### src/rtl/subaddr_regbank_pkg.sv
package subaddr_regbank_pkg;

    typedef enum logic [1:0] {
        PS_IDLE = 2'd0,
        PS_ADDR = 2'd1,
        PS_SUB  = 2'd2,
        PS_DATA = 2'd3
    } parse_state_e;

endpackage

### src/rtl/sr_vsync.sv
module sr_vsync #(
    parameter int STAGES = 2
) (
    input  logic clk,
    input  logic rst_n,
    input  logic async_i,
    output logic rise_o
);
    typedef struct packed {
        logic [STAGES-1:0] sync;
        logic              prev;
    } vs_state_t;

    vs_state_t vs_d, vs_q;

    always_comb begin
        vs_d      = vs_q;
        vs_d.sync = {vs_q.sync[STAGES-2:0], async_i};
        vs_d.prev = vs_q.sync[STAGES-1];
    end

    always_ff @(posedge clk or negedge rst_n) begin
        if (!rst_n) vs_q <= '0;
        else        vs_q <= vs_d;
    end

    assign rise_o = vs_q.sync[STAGES-1] & ~vs_q.prev;
endmodule

### src/rtl/sr_parser.sv
module sr_parser
    import subaddr_regbank_pkg::*;
#(
    parameter int         DW       = 8,
    parameter int         IDX_W    = 5,
    parameter int         NUM_REGS = 26,
    parameter logic [6:0] DEV_ADDR = 7'h2C
) (
    input  logic             clk,
    input  logic             rst_n,
    input  logic             start_i,
    input  logic             stop_i,
    input  logic             byte_valid_i,
    input  logic [DW-1:0]    byte_i,
    output logic             wr_en_o,
    output logic [IDX_W-1:0] wr_idx_o,
    output logic [DW-1:0]    wr_data_o
);
    localparam int PTR_W    = IDX_W + 1;
    localparam int MODE_BIT = DW - 1;
    localparam logic [PTR_W-1:0] PTR_END = PTR_W'(NUM_REGS);
    localparam logic [DW-1:0]    ADDR_WR = {DEV_ADDR, 1'b0};

    typedef struct packed {
        parse_state_e     st;
        logic [PTR_W-1:0] ptr;
        logic             fixed;
    } ps_state_t;

    ps_state_t ps_d, ps_q;
    logic      in_range;

    assign in_range = (ps_q.ptr < PTR_END);

    always_comb begin
        ps_d      = ps_q;
        wr_en_o   = 1'b0;
        wr_idx_o  = ps_q.ptr[IDX_W-1:0];
        wr_data_o = byte_i;
        if (start_i) begin
            ps_d.st = PS_ADDR;
        end else if (stop_i) begin
            ps_d.st = PS_IDLE;
        end else if (byte_valid_i) begin
            case (ps_q.st)
                PS_IDLE: ps_d.st = PS_IDLE;
                PS_ADDR: ps_d.st = (byte_i == ADDR_WR) ? PS_SUB : PS_IDLE;
                PS_SUB: begin
                    ps_d.ptr   = {1'b0, byte_i[IDX_W-1:0]};
                    ps_d.fixed = byte_i[MODE_BIT];
                    ps_d.st    = PS_DATA;
                end
                PS_DATA: begin
                    if (in_range) begin
                        wr_en_o = 1'b1;
                        if (!ps_q.fixed) ps_d.ptr = ps_q.ptr + 1'b1;
                    end
                end
                default: ps_d.st = PS_IDLE;
            endcase
        end
    end

    always_ff @(posedge clk or negedge rst_n) begin
        if (!rst_n) ps_q <= '{st: PS_IDLE, ptr: '0, fixed: 1'b0};
        else        ps_q <= ps_d;
    end
endmodule

### src/rtl/sr_store.sv
module sr_store #(
    parameter int DW          = 8,
    parameter int IDX_W       = 5,
    parameter int NUM_REGS    = 26,
    parameter int NUM_LATCHED = 4
) (
    input  logic                         clk,
    input  logic                         rst_n,
    input  logic                         wr_en_i,
    input  logic [IDX_W-1:0]             wr_idx_i,
    input  logic [DW-1:0]                wr_data_i,
    input  logic                         vs_rise_i,
    output logic [NUM_REGS-1:0][DW-1:0]  live_o
);
    typedef struct packed {
        logic [NUM_REGS-1:0][DW-1:0]    live;
        logic [NUM_LATCHED-1:0][DW-1:0] shadow;
    } st_state_t;

    st_state_t st_d, st_q;

    always_comb begin
        st_d = st_q;
        if (vs_rise_i) begin
            for (int i = 0; i < NUM_LATCHED; i++) st_d.live[i] = st_q.shadow[i];
        end
        if (wr_en_i) begin
            for (int i = 0; i < NUM_LATCHED; i++)
                if (wr_idx_i == IDX_W'(i)) st_d.shadow[i] = wr_data_i;
            for (int i = NUM_LATCHED; i < NUM_REGS; i++)
                if (wr_idx_i == IDX_W'(i)) st_d.live[i] = wr_data_i;
        end
    end

    always_ff @(posedge clk or negedge rst_n) begin
        if (!rst_n) st_q <= '0;
        else        st_q <= st_d;
    end

    assign live_o = st_q.live;
endmodule

### src/rtl/subaddr_regbank.sv
module subaddr_regbank #(
    parameter int         DW          = 8,
    parameter int         IDX_W       = 5,
    parameter int         NUM_REGS    = 26,
    parameter int         NUM_LATCHED = 4,
    parameter int         SYNC_STAGES = 2,
    parameter logic [6:0] DEV_ADDR    = 7'h2C
) (
    input  logic                   clk,
    input  logic                   rst_n,
    input  logic                   start_i,
    input  logic                   byte_valid_i,
    input  logic [DW-1:0]          byte_i,
    input  logic                   stop_i,
    input  logic                   vpulse_i,
    output logic [NUM_REGS*DW-1:0] regs_o
);
    logic                        vs_rise;
    logic                        wr_en;
    logic [IDX_W-1:0]            wr_idx;
    logic [DW-1:0]               wr_data;
    logic [NUM_REGS-1:0][DW-1:0] live;

    sr_vsync #(.STAGES(SYNC_STAGES)) u_vsync (
        .clk(clk), .rst_n(rst_n), .async_i(vpulse_i), .rise_o(vs_rise)
    );

    sr_parser #(
        .DW(DW), .IDX_W(IDX_W), .NUM_REGS(NUM_REGS), .DEV_ADDR(DEV_ADDR)
    ) u_parser (
        .clk(clk), .rst_n(rst_n), .start_i(start_i), .stop_i(stop_i),
        .byte_valid_i(byte_valid_i), .byte_i(byte_i),
        .wr_en_o(wr_en), .wr_idx_o(wr_idx), .wr_data_o(wr_data)
    );

    sr_store #(
        .DW(DW), .IDX_W(IDX_W), .NUM_REGS(NUM_REGS), .NUM_LATCHED(NUM_LATCHED)
    ) u_store (
        .clk(clk), .rst_n(rst_n), .wr_en_i(wr_en), .wr_idx_i(wr_idx),
        .wr_data_i(wr_data), .vs_rise_i(vs_rise), .live_o(live)
    );

    for (genvar g = 0; g < NUM_REGS; g++) begin : g_out
        assign regs_o[g*DW +: DW] = live[g];
    end
endmodule

### config.mk
export PLATFORM = sky130hd
export DESIGN_NAME = subaddr_regbank
export DESIGN_NICKNAME = d
export VERILOG_FILES = /design/src/rtl/subaddr_regbank_pkg.sv /design/src/rtl/sr_vsync.sv /design/src/rtl/sr_parser.sv /design/src/rtl/sr_store.sv /design/src/rtl/subaddr_regbank.sv
export SDC_FILE = /design/constraint.sdc
export NUM_CORES = 1
export LEC_CHECK = 0
export ABC_AREA = 1
export CAP_MARGIN = 20
export CORE_MARGIN = 2
export CORE_UTILIZATION = 36
export DETAILED_ROUTE_END_ITERATION = 12
export GPL_ROUTABILITY_DRIVEN = 0
export HOLD_SLACK_MARGIN = 0.1
export PLACE_DENSITY = 0.57
export RECOVER_POWER = 100
export SLEW_MARGIN = 20
export SYNTH_ARGS = -nofsm -noshare
export SYNTH_HDL_FRONTEND = slang
export SYNTH_SLANG_ARGS = --single-unit
### constraint.sdc
create_clock -name clk -period 5.05 [get_ports clk]
set_input_delay 1.01 -clock clk [delete_from_list [all_inputs] [get_ports clk]]
set_output_delay 1.01 -clock clk [all_outputs]
set_load 0.05 [all_outputs]
### Word-level counts from Yosys, hierarchy flattened

Index checks and enable logic that the tools add are counted.
Widths: inputs -> output; s select.

* bits in registers: 252
* bits in latches: 0
* memory bits (writable): 0
* bits in read-only memories: 0
* bits of input ports: 14
* output and inout bits: 208
* word-level logic and storage cells: 120
* memories: 0

* $add $sub $neg: 1
* $mul: 0
* divide/modulo/power cells: 0
* magnitude comparators: 1
* equality and inequality tests: 31
* shift-type cells: 0
* muxes and demuxes: 14
* bitwise operators: 4
* reductions and logical operators: 34

Operators with widths (number)
* $reduce_and 2->1: 27
* $eq 5x5->1 const B: 10
* $eq 5x4->1 const B: 8
* $eq 5x3->1 const B: 4
* $mux 6: 2
* $pmux 6 s2: 1
* $eq 5x2->1 const B: 2
* $mux 9: 1
* $eq 8x7->1 const B: 1
* $add 6x1->6 const B: 1
* $lt 6x5->1 const B: 1
* $mux 1: 6
* $mux 2: 3
* $pmux 2 s3: 1
* $reduce_and 6->1: 1
* $eq 5x1->1 const B: 1
* $logic_not 5->1: 1
* $reduce_bool 5->1: 1
* $eq 2x2->1 const B: 2
* $reduce_and 4->1: 1
* $not 1->1: 3
* $reduce_bool 3->1: 1
* $eq 2x1->1 const B: 1
* $logic_not 2->1: 1
* other kinds (4): 4

### Longest topological paths before layout

* depth in word-level cells: 7
* gate-level depth with buffers: 10
* mapped depth without buffers: 8

### Modules after synthesis

A second synthesis with hierarchy kept.

* cell total of the unflattened synthesis: 1353
* area total of the unflattened synthesis: 11982.7 um^2

By module, submodules not included
* sr_store: instances 1, cells an instance 1233, area an instance 11113.2 um^2, sequential area each 6005.8 um^2
* sr_parser: instances 1, cells an instance 115, area an instance 784.5 um^2, sequential area each 225.2 um^2
* sr_vsync: instances 1, cells an instance 5, area an instance 85.1 um^2, sequential area each 75.1 um^2

### Worst setup path before layout

No wires, ideal clock.

* path type: input-to-reg
* start: input start_i
* end: register u_store.st_q (netlist bit u_store.live_o[100])
* setup time: 117 ps
* arrival time: 1960 ps
* setup slack: 2973 ps
* stages: 7
* path buffers: 1
* cells stage by stage: nor2_1 -> nand3_1 -> inv_2 -> buf_4 -> nand3_2 -> nand2_1 -> nand2_1

* longest elaborated chain between the ends: 2

Ends and longest elaborated chain
* start: declaration: line subaddr_regbank.sv:11 `input logic start_i,`
* $mux 1: line sr_parser.sv:40 `if (start_i) begin`
* $reduce_and 2->1 (no source line)
* end signal: assignment: line sr_store.sv:37 `else st_q <= st_d;`
* end: declaration: line sr_store.sv:20 `st_state_t st_d, st_q;`

No other way between the ends.
A chain may end at the register's enable or synchronous reset.

### Worst setup path in the final report

* start: input start_i
* end: register u_store.st_q (netlist bit u_store.live_o[123])

The elaborated chain is that of the path after synthesis.

==> flow_summary.json <==
{
  "initial_core_util_pct": 36.66,
  "drt-initial-drc-count": 647,
  "synth_warnings": 0,
  "reg2reg_depth": 7,
  "synth_top_area_share_pct": 49.68,
  "clock_skew_ns": 0.01558,
  "reg2reg_to": "u_store.live_o[123]$_DFFE_PN0P_",
  "antenna_found_initial": 0,
  "yosysSeqAreaShare_pct": 49.68,
  "start_kind": "primary input",
  "cts_buffers": 29,
  "period_share_pct": 69.07,
  "peakVddDrop_uv": 218.5,
  "area_growth_pct": 12.43,
  "routedWlPerCell_um": 18.69,
  "grt_max_degree": 127,
  "pwr-share-seq_pct": 47.8,
  "synthesis.nets": 1380,
  "netSwitchingPower_w": 0.0009392,
  "power_density_nw_per_um2": 296.2,
  "cap_violations": 3,
  "die_w_um": 191.8,
  "syn_inst": 1357,
  "ys.flop_type": "dfrtp_1",
  "hold_buffers": 0,
  "synth_area_um2": 12690,
  "routed_wl_um": 33830,
  "port_buffers": 221,
  "dieHeight_um": 191.8,
  "async_flop_share_pct": 100.0,
  "timing.hold.ws_ns": 0.3582,
  "p_sw_share_pct": 22.22,
  "path_common_cell": "clkbuf_1",
  "internal_power_w": 0.003288,
  "cp-startpoint": "start_i",
  "slew_headroom_pct": -51.61,
  "post_cts.repair.setup_buffers": 0,
  "path_cells": "dlygate4sd3_1 -> nor2_1 -> nand3_1 -> inv_8 -> clkbuf_1 -> clkbuf_1 -> nand4_1 -> nand2_1",
  "status": "finished, violations left",
  "grt_pass1_vias": 8826,
  "drv_slew": 147,
  "rows": 68,
  "layout_common_cells": "nand2_1 (453), dfrtp_1 (252), nand4_1 (211), dlygate4sd3_1 (210), nand3_1 (43)",
  "power_leakage_nw": 7.796,
  "num_vias": 9187,
  "grt_use_total_pct": 18.18,
  "drive_gt1_share_pct": 9.742,
  "crit_type": "in -> reg",
  "core_um2": 34630,
  "viasPerCell": 5.076,
  "failed_checks": "max-capacitance violations, max-slew violations",
  "clk_latency_ns": 0.54,
  "r2r_setup_slack_ns": 2.10,
  "clk_path_buf_depth": 3,
  "grt_pass1_wl_um": 52490,
  "cp.required_ns": 5.51,
  "num_io_pins": 222,
  "hp-start": "u_vsync.vs_d[2]$_DFF_PN0_",
  "clock_power_share_pct": 49.4,
  "combinationalPowerShare_pct": 2.8,
  "synth-edff-count": 0,
  "grt_overflow": 0,
  "clock.fmax_mhz": 286.7,
  "tightest_slew_ns": 2.274,
  "crit_fanout": 93,
  "rsz0062_at_grt": "false",
  "finalSetupTns_ns": 0,
  "critical_path.slowest_cell": "clkbuf_1",
  "hp-class": "reg -> reg",
  "drc": 0,
  "post-route-min-period_ns": 3.488,
  "yosys-top-cells-area": "dfrtp_1 (50%), nand2_1 (13%), buf_4 (13%)",
  "dieArea_um2": 36780,
  "clk_pin_slew_ns": 0.06,
  "dp_hpwl_um": 20940,
  "critPathArrivalTime_ns": 3.95,
  "cts.sinks": 252,
  "diodes": 0,
  "power_w": 0.004227,
  "reg2reg_from": "u_parser.ps_q[7]$_DFFE_PN0P_",
  "finalHoldViolations": 0,
  "ant_nets": 0,
  "ys_types": 27,
  "synth_area_leader_cell": "dfrtp_1",
  "cts_tree": "built",
  "clk_root_buffer_cell": "clkbuf_16",
  "end_kind": "flop",
  "htreeDepth": 1,
  "dr.pass1.iters": 5,
  "nets": 1357,
  "slowest_delay_ns": 0.68,
  "avgSynthCellArea_um2": 9.354,
  "cts_resized": 0,
  "crit_end": "u_store.live_o[123]$_DFFE_PN0P_",
  "layout_commonest_cell": "nand2_1",
  "ys_ff_latch": 252,
  "setup_viol": 0,
  "min_path_cells": 0
}
[per-stage QoR]
stage	instance area [um2]	util, %	instances	setup WS (ns)
after global placement	13490	38.94	1758	1.729
after detailed placement	13490	38.94	1758	1.635
final	14270	41.21	1810	1.562
after floorplan	12690	-	1357	2.973
after global routing	14270	41.21	1810	1.183
after CTS	14440	41.69	1810	2.209
[how the worst min path moves through the flow]
stage / endpoint / slack [ns]
after floorplan: u_vsync.vs_d[0]$_DFF_PN0_ / 0.33
after global placement: u_vsync.vs_d[0]$_DFF_PN0_ / 0.34
after detailed placement: u_vsync.vs_d[0]$_DFF_PN0_ / 0.35
after CTS: u_vsync.vs_d[0]$_DFF_PN0_ / 0.36
after global routing: u_vsync.vs_d[0]$_DFF_PN0_ / 0.36
final: u_vsync.vs_d[0]$_DFF_PN0_ / 0.36
[routing by layer]
layer | up-vias | wire (um) | share of wire, % | global-route usage (%)
li1 | 4320 | - | - | -
met1 | 4502 | 15630 | 46 | 26.50
met2 | 313 | 15300 | 45 | 27.77
met3 | 52 | 2185 | 6.5 | 3.216
met4 | 0 | 707 | 2.1 | 4.793
met5 | - | 0 | 0 | 0
[kinds of logic (layout without fill, tap and decap cells)]
| kind of cell | Yosys count | after routing | share of synthesized area (%) |
|---|---|---|---|
| and+or+nand+nor | 747 | 747 | 29.00 |
| buffers and inverters | 310 | 308 | 17.30 |
| DFF | 252 | 252 | 49.68 |
| muxes | 32 | 32 | 2.839 |
| adders and majority gates | 9 | 9 | 0.8872 |
| AOI/OAI and AO/OA | 7 | 7 | 0.2957 |
[critical path, delay by kind of cell]
family | cells | cell delay [ns]
AND/OR/NAND/NOR | 4 | 0.83
buffers and inverters | 4 | 2.09
[power groups by stage]
stage               clock [W]  combinational (W)  sequential (W)
global placement            0           0.000120         0.00206
detailed placement          0           0.000121         0.00206
floorplan                   0          0.0000387         0.00206
finish                0.00209           0.000116         0.00202
CTS                   0.00214           0.000121         0.00202
global route          0.00223           0.000129         0.00202
[registers in the layout (all words and copies together), names as in the netlist]
signal / cells
u_vsync.vs_q: 1
u_vsync.vs_d: 2
u_store.live_o: 208
u_parser.ps_q: 4
u_store.st_q: 32
u_parser.wr_idx_o: 5
[cell usage after synthesis, types with 9 or more instances]
cell type / instances
mux2_2: 32
buf_2: 21
nor2_2: 16
nor2_1: 9
buf_1: 17
dfrtp_1: 252
clkbuf_1: 12
buf_6: 27
nand3_1: 20
nand4_1: 211
ha_1: 9
buf_4: 214
nand3_2: 22
inv_1: 14
nand2_1: 453
[final cells by class]
cell class	instances	area, um2
Tap cell	455	569.3
Inverter	19	83.83
Sequential cell	252	6306
Clock inverter	12	115.1
Multi-Input combinational cell	795	4061
Clock buffer	40	837.1
Fill cell	3412	20360
Timing Repair Buffer	237	2298
Note: power is estimated with default switching activity, not from simulation.
